**src/rtl/pwtx_pkg.sv**
```systemverilog
package pwtx_pkg;
  typedef enum logic [2:0] {
    ST_IDLE   = 3'd0,
    ST_CHARGE = 3'd1,
    ST_GAP    = 3'd2,
    ST_MARK   = 3'd3,
    ST_CLOSE  = 3'd4
  } tx_state_e;
endpackage

```
**src/rtl/pwtx_interval_timer.sv**
```systemverilog
module pwtx_interval_timer #(
  parameter int CNT_W = 8
) (
  input  logic             clk,
  input  logic             rst_n,
  input  logic             load_i,
  input  logic [CNT_W-1:0] val_i,
  output logic             expired_o
);
  logic [CNT_W-1:0] cnt_q, cnt_d;

  always_comb begin
    cnt_d = cnt_q;
    if (load_i)
      cnt_d = val_i;
    else if (cnt_q != '0)
      cnt_d = cnt_q - 1'b1;
  end

  always_ff @(posedge clk or negedge rst_n) begin
    if (!rst_n) cnt_q <= '0;
    else        cnt_q <= cnt_d;
  end

  assign expired_o = (cnt_q == '0);
endmodule

```
**src/rtl/pwtx_bit_shifter.sv**
```systemverilog
module pwtx_bit_shifter #(
  parameter int MAX_BITS = 11,
  parameter int LEN_W    = 4
) (
  input  logic                clk,
  input  logic                rst_n,
  input  logic                load_i,
  input  logic [MAX_BITS-1:0] data_i,
  input  logic [LEN_W-1:0]    len_i,
  input  logic                adv_i,
  output logic                bit_o,
  output logic                empty_o
);
  localparam logic [LEN_W-1:0] LEN_CAP = LEN_W'(MAX_BITS);

  logic [MAX_BITS-1:0] bits_q, bits_d;
  logic [LEN_W-1:0]    left_q, left_d;

  always_comb begin
    bits_d = bits_q;
    left_d = left_q;
    if (load_i) begin
      bits_d = data_i;
      left_d = (len_i > LEN_CAP) ? LEN_CAP : len_i;
    end else if (adv_i && left_q != '0) begin
      bits_d = bits_q >> 1;
      left_d = left_q - 1'b1;
    end
  end

  always_ff @(posedge clk or negedge rst_n) begin
    if (!rst_n) begin
      bits_q <= '0;
      left_q <= '0;
    end else begin
      bits_q <= bits_d;
      left_q <= left_d;
    end
  end

  assign bit_o   = bits_q[0];
  assign empty_o = (left_q == '0);
endmodule

```
**src/rtl/pwtx_key_latch.sv**
```systemverilog
module pwtx_key_latch (
  input  logic clk,
  input  logic rst_n,
  input  logic en_i,
  input  logic consume_i,
  input  logic valid_i,
  input  logic bit_i,
  output logic take_o,
  output logic avail_o,
  output logic bit_o
);
  logic have_q, have_d;
  logic key_q, key_d;

  assign take_o = en_i && !have_q && valid_i;

  always_comb begin
    have_d = have_q;
    key_d  = key_q;
    if (consume_i) begin
      have_d = 1'b0;
    end else if (take_o) begin
      have_d = 1'b1;
      key_d  = bit_i;
    end
  end

  always_ff @(posedge clk or negedge rst_n) begin
    if (!rst_n) begin
      have_q <= 1'b0;
      key_q  <= 1'b0;
    end else begin
      have_q <= have_d;
      key_q  <= key_d;
    end
  end

  assign avail_o = have_q || valid_i;
  assign bit_o   = have_q ? key_q : bit_i;
endmodule

```
**src/rtl/pw_frame_tx.sv**
```systemverilog
module pw_frame_tx #(
  parameter int CYC_PER_US = 125,
  parameter int PAUSE_US   = 20,
  parameter int ONE_US     = 80,
  parameter int ZERO_US    = 40,
  parameter int CHARGE_US  = 5000,
  parameter int MAX_BITS   = 11
) (
  input  logic                          clk,
  input  logic                          rst_n,
  input  logic                          start_i,
  input  logic [MAX_BITS-1:0]           data_i,
  input  logic [$clog2(MAX_BITS+1)-1:0] len_i,
  input  logic                          ks_valid_i,
  input  logic                          ks_bit_i,
  output logic                          ks_take_o,
  output logic                          carrier_o,
  output logic                          busy_o,
  output logic                          done_o
);
  import pwtx_pkg::*;

  localparam int LEN_W      = $clog2(MAX_BITS+1);
  localparam int PAUSE_CYC  = PAUSE_US  * CYC_PER_US;
  localparam int ONE_CYC    = ONE_US    * CYC_PER_US;
  localparam int ZERO_CYC   = ZERO_US   * CYC_PER_US;
  localparam int CHARGE_CYC = CHARGE_US * CYC_PER_US;
  localparam int SYM_MAX    = (ONE_CYC > ZERO_CYC) ? ONE_CYC : ZERO_CYC;
  localparam int SHORT_MAX  = (SYM_MAX > PAUSE_CYC) ? SYM_MAX : PAUSE_CYC;
  localparam int ALL_MAX    = (CHARGE_CYC > SHORT_MAX) ? CHARGE_CYC : SHORT_MAX;
  localparam int CNT_W      = $clog2(ALL_MAX + 1);

  localparam logic [CNT_W-1:0] GAP_LD    = CNT_W'(PAUSE_CYC - 1);
  localparam logic [CNT_W-1:0] ONE_LD    = CNT_W'(ONE_CYC - 1);
  localparam logic [CNT_W-1:0] ZERO_LD   = CNT_W'(ZERO_CYC - 1);
  localparam logic [CNT_W-1:0] CHARGE_LD = CNT_W'(CHARGE_CYC - 1);

  tx_state_e        st_q, st_d;
  logic             charged_q, charged_d;
  logic             carrier_q, carrier_d;
  logic             done_q, done_d;

  logic             tmr_load;
  logic [CNT_W-1:0] tmr_val;
  logic             tmr_exp;
  logic             sh_load, sh_adv, sh_bit, sh_empty;
  logic             key_en, key_consume, key_avail, key_bit;
  logic             sym_bit;

  pwtx_interval_timer #(.CNT_W(CNT_W)) u_timer (
    .clk       (clk),
    .rst_n     (rst_n),
    .load_i    (tmr_load),
    .val_i     (tmr_val),
    .expired_o (tmr_exp)
  );

  pwtx_bit_shifter #(.MAX_BITS(MAX_BITS), .LEN_W(LEN_W)) u_shift (
    .clk     (clk),
    .rst_n   (rst_n),
    .load_i  (sh_load),
    .data_i  (data_i),
    .len_i   (len_i),
    .adv_i   (sh_adv),
    .bit_o   (sh_bit),
    .empty_o (sh_empty)
  );

  pwtx_key_latch u_key (
    .clk       (clk),
    .rst_n     (rst_n),
    .en_i      (key_en),
    .consume_i (key_consume),
    .valid_i   (ks_valid_i),
    .bit_i     (ks_bit_i),
    .take_o    (ks_take_o),
    .avail_o   (key_avail),
    .bit_o     (key_bit)
  );

  assign key_en  = (st_q == ST_GAP);
  assign sym_bit = sh_bit ^ key_bit;

  always_comb begin
    st_d        = st_q;
    charged_d   = charged_q;
    tmr_load    = 1'b0;
    tmr_val     = GAP_LD;
    sh_load     = 1'b0;
    sh_adv      = 1'b0;
    key_consume = 1'b0;
    done_d      = 1'b0;
    case (st_q)
      ST_IDLE: begin
        if (start_i) begin
          sh_load  = 1'b1;
          tmr_load = 1'b1;
          if (!charged_q) begin
            st_d    = ST_CHARGE;
            tmr_val = CHARGE_LD;
          end else if (len_i == '0) begin
            st_d = ST_CLOSE;
          end else begin
            st_d = ST_GAP;
          end
        end
      end
      ST_CHARGE: begin
        if (tmr_exp) begin
          charged_d = 1'b1;
          tmr_load  = 1'b1;
          st_d      = sh_empty ? ST_CLOSE : ST_GAP;
        end
      end
      ST_GAP: begin
        if (tmr_exp && key_avail) begin
          key_consume = 1'b1;
          sh_adv      = 1'b1;
          tmr_load    = 1'b1;
          tmr_val     = sym_bit ? ONE_LD : ZERO_LD;
          st_d        = ST_MARK;
        end
      end
      ST_MARK: begin
        if (tmr_exp) begin
          tmr_load = 1'b1;
          st_d     = sh_empty ? ST_CLOSE : ST_GAP;
        end
      end
      ST_CLOSE: begin
        if (tmr_exp) begin
          st_d   = ST_IDLE;
          done_d = 1'b1;
        end
      end
      default: st_d = ST_IDLE;
    endcase
    carrier_d = !((st_d == ST_GAP) || (st_d == ST_CLOSE));
  end

  always_ff @(posedge clk or negedge rst_n) begin
    if (!rst_n) begin
      st_q      <= ST_IDLE;
      charged_q <= 1'b0;
      carrier_q <= 1'b1;
      done_q    <= 1'b0;
    end else begin
      st_q      <= st_d;
      charged_q <= charged_d;
      carrier_q <= carrier_d;
      done_q    <= done_d;
    end
  end

  assign carrier_o = carrier_q;
  assign busy_o    = (st_q != ST_IDLE);
  assign done_o    = done_q;
endmodule

```
**config.mk**
```make
export PLATFORM = sky130hd
export DESIGN_NAME = pw_frame_tx
export DESIGN_NICKNAME = d
export VERILOG_FILES = /design/src/rtl/pwtx_pkg.sv /design/src/rtl/pwtx_interval_timer.sv /design/src/rtl/pwtx_bit_shifter.sv /design/src/rtl/pwtx_key_latch.sv /design/src/rtl/pw_frame_tx.sv
export SDC_FILE = /design/constraint.sdc
export NUM_CORES = 1
export LEC_CHECK = 0
export BUFFER_PORTS_ARGS = -buffer_cell sky130_fd_sc_hd__buf_2
export CAP_MARGIN = 20
export CORE_AREA = 2 2 71 73
export CTS_CLUSTER_DIAMETER = 60
export CTS_CLUSTER_SIZE = 24
export DETAILED_ROUTE_END_ITERATION = 6
export DIE_AREA = 0 0 73 75
export GPL_TIMING_DRIVEN = 1
export PLACE_DENSITY = 0.71
export SLEW_MARGIN = 20
export SYNTH_ARGS = -nofsm -noshare
export SYNTH_HDL_FRONTEND = slang
export SYNTH_SLANG_ARGS = --single-unit
export TNS_END_PERCENT = 1
```
**constraint.sdc**
```tcl
create_clock -name clk -period 1.9 [get_ports clk]
set_input_delay 0 -clock clk [delete_from_list [all_inputs] [get_ports clk]]
set_output_delay 0 -clock clk [all_outputs]
set_load 0.02 [all_outputs]
```
==> results.ini, run 1 <==
[global_route]
grt.overflow.total=0
grt_pass1_vias=2056
grtUsageMet3=0.0415
antenna_found_initial=0
grt.total_usage=0.230
grt_util_met2=0.383
grt_max_degree=44
gr-usage-met1=0.302
grt-busiest-layer=met2
grt_pass1_wl_um=9520

[routing]
vias=2212
wl_um=6140
first_iter_violations=118
drc=0
antenna_left=0
wire_per_inst_um=15.9
first_pass_iters=4
vias_per_cell=5.73

[layout]
layout_common_cells=52 x buf_4, 42 x dfrtp_1, 25 x nand2_1
post-route-util=0.697
final_common_cell=buf_4
num_antenna_cells=0
syn2layout_area_growth_pct=34.5
regArea_mm2=0.00108
nFillCells=344
final_cell_area_mm2=0.00325
nNetsFinal=354
drive_gt1_frac=0.358
multiInputGateArea_mm2=0.00137

[sta]
fmax_mhz=519
relSlewSlack=0.627
setup_viol=3
skew_ns=0.00818
slew_viol_final=0
setup_tns_ns=-0.0508
grt_setup_unrepaired=true
fin_crit_sh=1.01
setup_ws_ns=-0.0250
fin_crit_ns=1.92
worst_pin_slew_ns=0.556
finalHoldViolCount=0

[logic_synthesis]
syn_avg_cell_area_um2=9.62
synth_nets=274
synth-compound-area-share=0.169
synth_top_family_by_area=simple AND/OR/NAND/NOR gates
yosys.area_share.simple=0.212
synth_warnings=0
synth_edf_count=0
synth-async-reset-ratio=1.00
synth.distinct_cells=53
synth_mux_area_frac=0.0508
synth_xor_area_frac=0.0617
ys_seq_area_frac=0.446
synthCells=251
yosys_most_used_dff=dfrtp_1
ys_seq_elements=43
synthAdderAreaFrac=0.0155
syn-cell-area_mm2=0.00241

[floorplanning]
fp-row-count=25
start_util=0.518
ios=24
dieHeight_um=75
die_area_mm2=0.00548
fp.coreArea_mm2=0.00466
fp.dieW_um=73

[min_path]
hold_class=in2reg

[critical_path]
critical_path_class=reg2reg
max_stage_delay_ns=0.43
crit_chain=inv_2, ha_2, or3b_4, buf_4, nor3_1, nand4b_1, xnor2_1, and2_1
critical_path_arrival_ns=2.11
cp_max_fo=4
worst_path_max_delay_cell=or3b_4
required_ns=2.09
endpoint_kind=flip-flop
startpoint_type=flip-flop

[pwr]
p_leak_nw=1.44
swShare=0.344
clkPwrFrac=0.184
ir_drop_uv=633
power_switching_mw=1.05
pwr_density_cell_mw_per_mm2=941
p_seq_frac=0.448
power.internal_mw=2.00
combPwrFrac=0.368

[clocking]
cts-buffers-inserted=5
cts-htree-levels=2
cts_root_buf=clkbuf_8
tritoncts=yes
cts_buffer_depth=2
clock_latency_ns=0.29
clk_pin_slew_ns=0.08
cts_sinks=43

[place]
post-dp-hpwl_um=4320
place_area_mm2=0.00293
io_buffers=23
globalplace.congestion=0.959

[run_status]
violations=setup timing
status=finished with violations

[job]
cap_violations=0

## what timing repair did
action                                  4_1_cts  5_1_grt
endpoints found under the setup margin       41       25
setup buffers                                 1        2
hold buffers                                  6        0
pin swaps                                     1        8
hold endpoints to repair                     47        0
gates resized for setup                      12       25
## worst max-delay path: cells and delay by family, from the launching register on
family	cells	cell delay [ns]
AND/OR/NAND/NOR	4	0.86
flip-flops	1	0.40
buffers and inverters	2	0.25
adder cells (fa/ha/maj)	1	0.17
XOR/XNOR	1	0.14
## flip-flops by register name (all words and copies together) (netlist names)
| signal | cells |
|---|---|
| st_q | 3 |
| done_o | 1 |
| u_timer.cnt_q | 20 |
| u_shift.bits_q | 11 |
| charged_q | 1 |
| carrier_o | 1 |
| u_key.have_q | 1 |
| u_shift.left_q | 4 |
| u_key.key_q | 1 |
## synthesized netlist by cell type, types with 2 or more instances
cell type / number / area share
nor4_1: 9 / 0.023
nand2b_1: 2 / 0.0052
nor3b_1: 3 / 0.0093
nand3_1: 6 / 0.012
xor2_1: 9 / 0.033
a211oi_1: 5 / 0.016
a21oi_1: 16 / 0.033
nor4b_1: 2 / 0.0073
o31a_1: 2 / 0.0073
xnor2_1: 8 / 0.029
o211ai_1: 3 / 0.0093
mux2i_1: 10 / 0.041
buf_2: 8 / 0.017
o22ai_1: 2 / 0.0052
nand2_1: 26 / 0.040
or4_1: 3 / 0.0093
nor3_1: 6 / 0.012
a21o_1: 2 / 0.0062
and2_1: 3 / 0.0078
o21ai_0: 19 / 0.039
nand3b_1: 2 / 0.0062
dfrtp_1: 42 / 0.44
or3_1: 3 / 0.0078
inv_1: 7 / 0.011
a31oi_1: 3 / 0.0078
nand4_1: 4 / 0.010
mux2_2: 2 / 0.0093
nor4_2: 2 / 0.010
o21ai_1: 2 / 0.0041
buf_6: 2 / 0.0093
ha_1: 3 / 0.016
nor2_1: 14 / 0.022
## power groups by stage
stage / registers, mW / logic, mW / clock network (mW)
6_report: 1.37 / 1.12 / 0.563
5_1_grt: 1.40 / 1.26 / 0.607
4_1_cts: 1.35 / 1.03 / 0.583
3_5_place_dp: 1.35 / 0.968 / 0
3_3_place_gp: 1.34 / 0.943 / 0
2_1_floorplan: 1.35 / 0.558 / 0
## through the flow
step / hold WS (ns) / cells / power (mW) / setup slack (ns)
CTS: 0.000814 / 384 / 2.97 / 0.000893
global route: 0.0192 / 386 / 3.26 / -0.124
detailed placement: 0.102 / 369 / 2.32 / -0.204
global placement: 0.100 / 369 / 2.28 / -0.0698
finish: 0.00688 / 386 / 3.05 / -0.0250
floorplan: -0.296 / 251 / 1.90 / -0.0254
## final cells by class
cell class              count  area share
repair buffers             85       0.191
clock inverters             2     0.00385
inverters                   7     0.00809
clock buffers               6      0.0224
multi-input cells         189       0.422
well taps                  54      0.0208
flip-flops and latches     43       0.332
## kinds of logic after synthesis
family	count (synthesis)
mux	12
simple gates	92
flops	43
compound gates	65
buf+inv	19
fa+ha+maj	3
xor+xnor	17
## worst paths after layout
check                                        from           endpoint  slack [ns]  cells after the start
worst min-delay path                    data_i[3]  u_shift.bits_q[3]       0.007                      3
worst max register to register   u_timer.cnt_q[0]  u_timer.cnt_q[18]       -0.02                      8
max in group asynchronous                   rst_n          carrier_o        1.21                      3
worst max-delay path             u_timer.cnt_q[0]  u_timer.cnt_q[18]       -0.02                      8
min in group asynchronous                   rst_n  u_timer.cnt_q[15]        0.31                      3
worst min register to register  u_shift.bits_q[4]  u_shift.bits_q[4]        0.49                      2
## layer usage
layer	vias to the layer above	share of wire
li1	1081	-
met1	1072	0.45
met2	50	0.51
met3	9	0.030
met4	0	0.015
met5	-	0
(Power assumes the default switching activity.)
==> run 2, diff against run 1 <==
==> constraint.sdc (replaced) <==
create_clock -name clk -period 1.9 [get_ports clk]
set_input_delay 0.285 -clock clk [delete_from_list [all_inputs] [get_ports clk]]
set_output_delay 0.285 -clock clk [all_outputs]
set_load 0.02 [all_outputs]
==> run 2 against run 1 <==
  * The run still ends with setup timing left
  * Routed wire length up 4.2%
  * Non-clock buffer count fell by 1
  * Global-route usage grew 0.086 points
  * Sequential power about the same
  * Fmax decreased by 1.6%
  * Design area grew 1.6%
  * Die area unchanged
  * Largest power group unchanged
==> results.ini, run 2 (synthesis gave the netlist of run 1 again) <==
[run_status]
status=finished with violations
violations=setup timing

[critical_path]
max_stage_delay_ns=0.43
crit_family=simple AND/OR/NAND/NOR gates
startpoint_type=flip-flop
cp_num_buf_inv=1
endpoint_kind=flip-flop
critical_path_class=reg2reg
crit_chain=inv_2, ha_1, or3b_4, a2111oi_2, xnor2_1, nand3_1
worst_path_max_delay_cell=or3b_4
required_ns=2.08
critical_path_arrival_ns=2.14
cp_max_fo=6

[clocking]
cts_buffer_depth=2
cts-htree-levels=2
clk_pin_slew_ns=0.08
clock_latency_ns=0.30
cts_sinks=43
cts-buffers-inserted=5
cts_root_buf=clkbuf_8
hold_buffers=0
tritoncts=yes

[min_path]
hold_class=in2async

[place]
post-dp-hpwl_um=4260
globalplace.congestion=0.912
dp.cells=369
io_buffers=23

[sta]
skew_ns=0.00687
fin_crit_ns=1.96
finalHoldViolCount=0
setup_ws_ns=-0.0570
setup_tns_ns=-0.253
relSlewSlack=0.577
grt_setup_unrepaired=true
slew_viol_final=0
fmax_mhz=511
worst_pin_slew_ns=0.628
fin_crit_sh=1.03
setup_viol=8

[job]
cap_violations=0

[pwr]
p_leak_nw=1.45
pwr_density_cell_mw_per_mm2=982
swShare=0.336
total_power_mw=3.24
clkPwrFrac=0.224
combPwrFrac=0.352
power.internal_mw=2.15
p_seq_frac=0.424
power_switching_mw=1.09
ir_drop_uv=578

[global_route]
gr-usage-met1=0.315
antenna_found_initial=0
grt_max_degree=44
grt.total_usage=0.231
grt_pass1_vias=2058
grt-busiest-layer=met2
grt_util_met2=0.367
grt_pass1_wl_um=9650
grtUsageMet3=0.0388
grt.overflow.total=0

[layout]
fin_cells=385
nNetsFinal=353
syn2layout_area_growth_pct=36.6
drive_gt1_frac=0.411
multiInputGateArea_mm2=0.00141
post-route-util=0.708
nFillCells=335
num_antenna_cells=0
regArea_mm2=0.00108
reg_top3=u_timer.cnt_q x20, u_shift.bits_q x11, u_shift.left_q x4
layout_common_cells=54 x buf_4, 41 x dfrtp_1, 24 x nand2_1
top_register=u_timer.cnt_q
final_common_cell=buf_4
largest_reg_flops=20

[floorplanning]
dieHeight_um=75
die_area_mm2=0.00548
ios=24
start_util=0.518
fp-row-count=25
fp.coreArea_mm2=0.00466
fp.dieW_um=73

[routing]
vias_per_cell=5.76
antenna_left=0
first_iter_violations=185
vias=2217
wire_per_inst_um=16.6
wl_um=6390
first_pass_iters=4
drc=0

==> run 2: cell count changes in the layout (fill, tap and decap cells not counted), sizes merged <==
cell and delta:
buf +5, clkbuf -1, bufinv +1, clkinv +1, clkinvlp -1, dlygate4sd3 -6
==> run 2: final cells by class <==
type / count / area share
multi-input cells: 189 / 0.426
well taps: 54 / 0.0205
flip-flops and latches: 43 / 0.327
clock inverters: 3 / 0.0133
repair buffers: 84 / 0.184
inverters: 7 / 0.00797
clock buffers: 5 / 0.0209
==> run 2: metal layers <==
layer / part of all wire / routed length, um
met5: 0 / 0
met4: 0.021 / 136
met3: 0.042 / 269
met2: 0.50 / 3230
met1: 0.43 / 2760
==> run 2: per-stage QoR <==
step | cell area, um2 | hold WS, ns | worst slack [ns]
floorplan | 2420 | -0.0106 | -0.0254
global placement | 2930 | 0.387 | -0.0725
detailed placement | 2930 | 0.395 | -0.136
CTS | 3150 | 0.0654 | -0.0186
global route | 3300 | 0.113 | -0.118
finish | 3300 | 0.0535 | -0.0570
==> run 2: timing repair <==
action,4_1_cts,5_1_grt
gates resized for setup,15,34
setup endpoints to repair,43,40
buffers inserted,5,3
pin swaps,3,11
==> run 2: final timing paths <==
check,start,to,slack (ns),cells past startpoint
worst min register to register,u_shift.bits_q[9],u_shift.bits_q[9],0.49,1
max in group asynchronous,rst_n,u_timer.cnt_q[2],1.45,2
worst min-delay path,rst_n,u_timer.cnt_q[18],0.05,2
worst max register to register,u_timer.cnt_q[0],u_timer.cnt_q[6],-0.06,6
min in group clk,data_i[10],u_shift.bits_q[10],0.19,3
worst max-delay path,u_timer.cnt_q[0],u_timer.cnt_q[6],-0.06,6
==> run 2: power groups by stage <==
stage	Sequential (mW)	Combinational [mW]	Clock, mW
after floorplan	1.35	0.558	0
after global placement	1.34	0.941	0
after detailed placement	1.35	0.973	0
after CTS	1.35	1.04	0.738
after global routing	1.41	1.25	0.767
final	1.37	1.14	0.725
==> run 3, diff against run 2 <==
==> constraint.sdc (replaced) <==
create_clock -name clk -period 1.9 [get_ports clk]
set_input_delay 0.38 -clock clk [delete_from_list [all_inputs] [get_ports clk]]
set_output_delay 0.38 -clock clk [all_outputs]
set_load 0.02 [all_outputs]
==> run 3 against run 2 <==
  * The run still ends with setup timing left
  * Clock skew fell by 0.0010 ns
  * Worst setup slack got worse by 0.082 ns
  * Clock-buffer cell count up 2
  * Clock power fell by 2%
  * Sequential cell count did not move
  * Critical path type unchanged
==> results.ini, run 3 (synthesis gave the netlist of run 1 again) <==
[sta]
worst_pin_slew_ns=0.627
slew_viol_final=0
fmax_mhz=491
fin_crit_ns=2.04
fin_crit_sh=1.07
hold_ws_ns=0.0468
skew_ns=0.00586
setup_ws_ns=-0.139
relSlewSlack=0.579
setup_viol=29
grt_setup_unrepaired=true
finalHoldViolCount=0

[clocking]
cts_sinks=43
cts_buffer_depth=2
clk_pin_slew_ns=0.08
tritoncts=yes
clock_latency_ns=0.30
cts-buffers-inserted=5
hold_buffers=0
cts_root_buf=clkbuf_8
cts-htree-levels=2

[routing]
wl_um=7290
first_pass_iters=4
first_iter_violations=126
vias=2336
antenna_left=0
wire_per_inst_um=18.8
drc=0
vias_per_cell=6.04

[job]
cap_violations=0

[floorplanning]
start_util=0.518
fp-row-count=25
die_area_mm2=0.00548
ios=24
fp.coreArea_mm2=0.00466
fp.dieW_um=73
dieHeight_um=75

[place]
post-place-ws_ns=-0.111
globalplace.congestion=0.904
place_area_mm2=0.00294
io_buffers=23
post-dp-hpwl_um=4280

[critical_path]
startpoint=u_timer.cnt_q[5]
startpoint_type=flip-flop
cp_max_fo=7
critical_path_arrival_ns=2.23
critical_path_class=reg2reg
required_ns=2.09
ff2ff_path_depth=7
reg2reg_slack_ns=-0.14
crit_end=u_timer.cnt_q[1]
r2r-end=u_timer.cnt_q[1]
endpoint_kind=flip-flop
crit-reg2reg-launch=u_timer.cnt_q[5]

[pwr]
power.internal_mw=2.17
combPwrFrac=0.369
pwr_density_cell_mw_per_mm2=959
p_leak_nw=1.51
swShare=0.346
power_switching_mw=1.15
p_seq_frac=0.416
ir_drop_uv=508
clkPwrFrac=0.215

[layout]
largest_reg_flops=20
final_common_cell=buf_4
top_register=u_timer.cnt_q
syn2layout_area_growth_pct=43.3
drive_gt1_frac=0.429
layout_common_cells=49 x buf_4, 42 x dfrtp_1, 23 x buf_2
final_cell_area_mm2=0.00346
num_antenna_cells=0
nNetsFinal=355
nFillCells=314
reg_top3=u_timer.cnt_q x20, u_shift.bits_q x11, u_shift.left_q x4
post-route-util=0.743

[global_route]
grt.total_usage=0.228
grt.overflow.total=0
grt_pass1_vias=2109
grt_max_degree=44
antenna_found_initial=0
grt_pass1_wl_um=9680

[run_status]
violations=setup timing
status=finished with violations

[min_path]
hold_class=in2async

[run 3: power by group through the flow]
| stage | combinational, mW | sequential, mW | clock (mW) |
|---|---|---|---|
| global placement | 0.947 | 1.34 | 0 |
| CTS | 1.02 | 1.34 | 0.715 |
| detailed placement | 0.976 | 1.35 | 0 |
| global route | 1.33 | 1.41 | 0.754 |
| floorplan | 0.558 | 1.35 | 0 |
| finish | 1.22 | 1.38 | 0.712 |
[run 3: layout make-up]
cell class / count / area, um2 / area share
repair buffers: 86 / 686 / 0.198
flip-flops and latches: 43 / 1080 / 0.311
well taps: 54 / 67.6 / 0.0195
inverters: 7 / 26.3 / 0.00759
multi-input cells: 189 / 1500 / 0.433
clock buffers: 7 / 76.3 / 0.0221
clock inverters: 1 / 30.0 / 0.00868
[run 3: critical path: stages (launching register included)]
cell and delay, ns:
dfrtp_1 0.38, or4_1 0.53, buf_6 0.16, nor2_8 0.21, nand2_4 0.12, buf_6 0.15
and2_1 0.14, o21ai_0 0.23
[run 3: routing by layer]
metal	track usage	part of all wire	vias to the layer above
met1	0.292	0.41	1168
met3	0.0402	0.035	21
met5	0	0	-
met4	0.0720	0.028	0
met2	0.395	0.52	64
li1	-	-	1083
[run 3: timing repair]
item | CTS | global route
setup buffers | 2 | 6
gates resized for setup | 9 | 63
endpoints found under the setup margin | 38 | 41
cloned | 0 | 2
pin swaps | 2 | 20
[run 3: per-stage QoR]
stage          total power [mW]  setup TNS [ns]  instances
2_1_floorplan              1.90         -0.0630        251
3_3_place_gp               2.29          -0.331        369
3_5_place_dp               2.32           -1.36        369
4_1_cts                    3.07          -0.220        379
5_1_grt                    3.49           -3.54        387
6_report                   3.32           -1.12        387
[run 3: worst min-delay path by stage]
stage                     startpoint                end  slack [ns]  cells past startpoint
after global placement         rst_n  u_timer.cnt_q[16]        0.37                      2
final                          rst_n   u_timer.cnt_q[1]        0.05                      2
after detailed placement       rst_n  u_timer.cnt_q[18]        0.37                      2
after floorplan                rst_n          charged_q        0.08                      0
after CTS                      rst_n   u_timer.cnt_q[1]        0.06                      2
after global routing           rst_n   u_timer.cnt_q[1]        0.07                      2
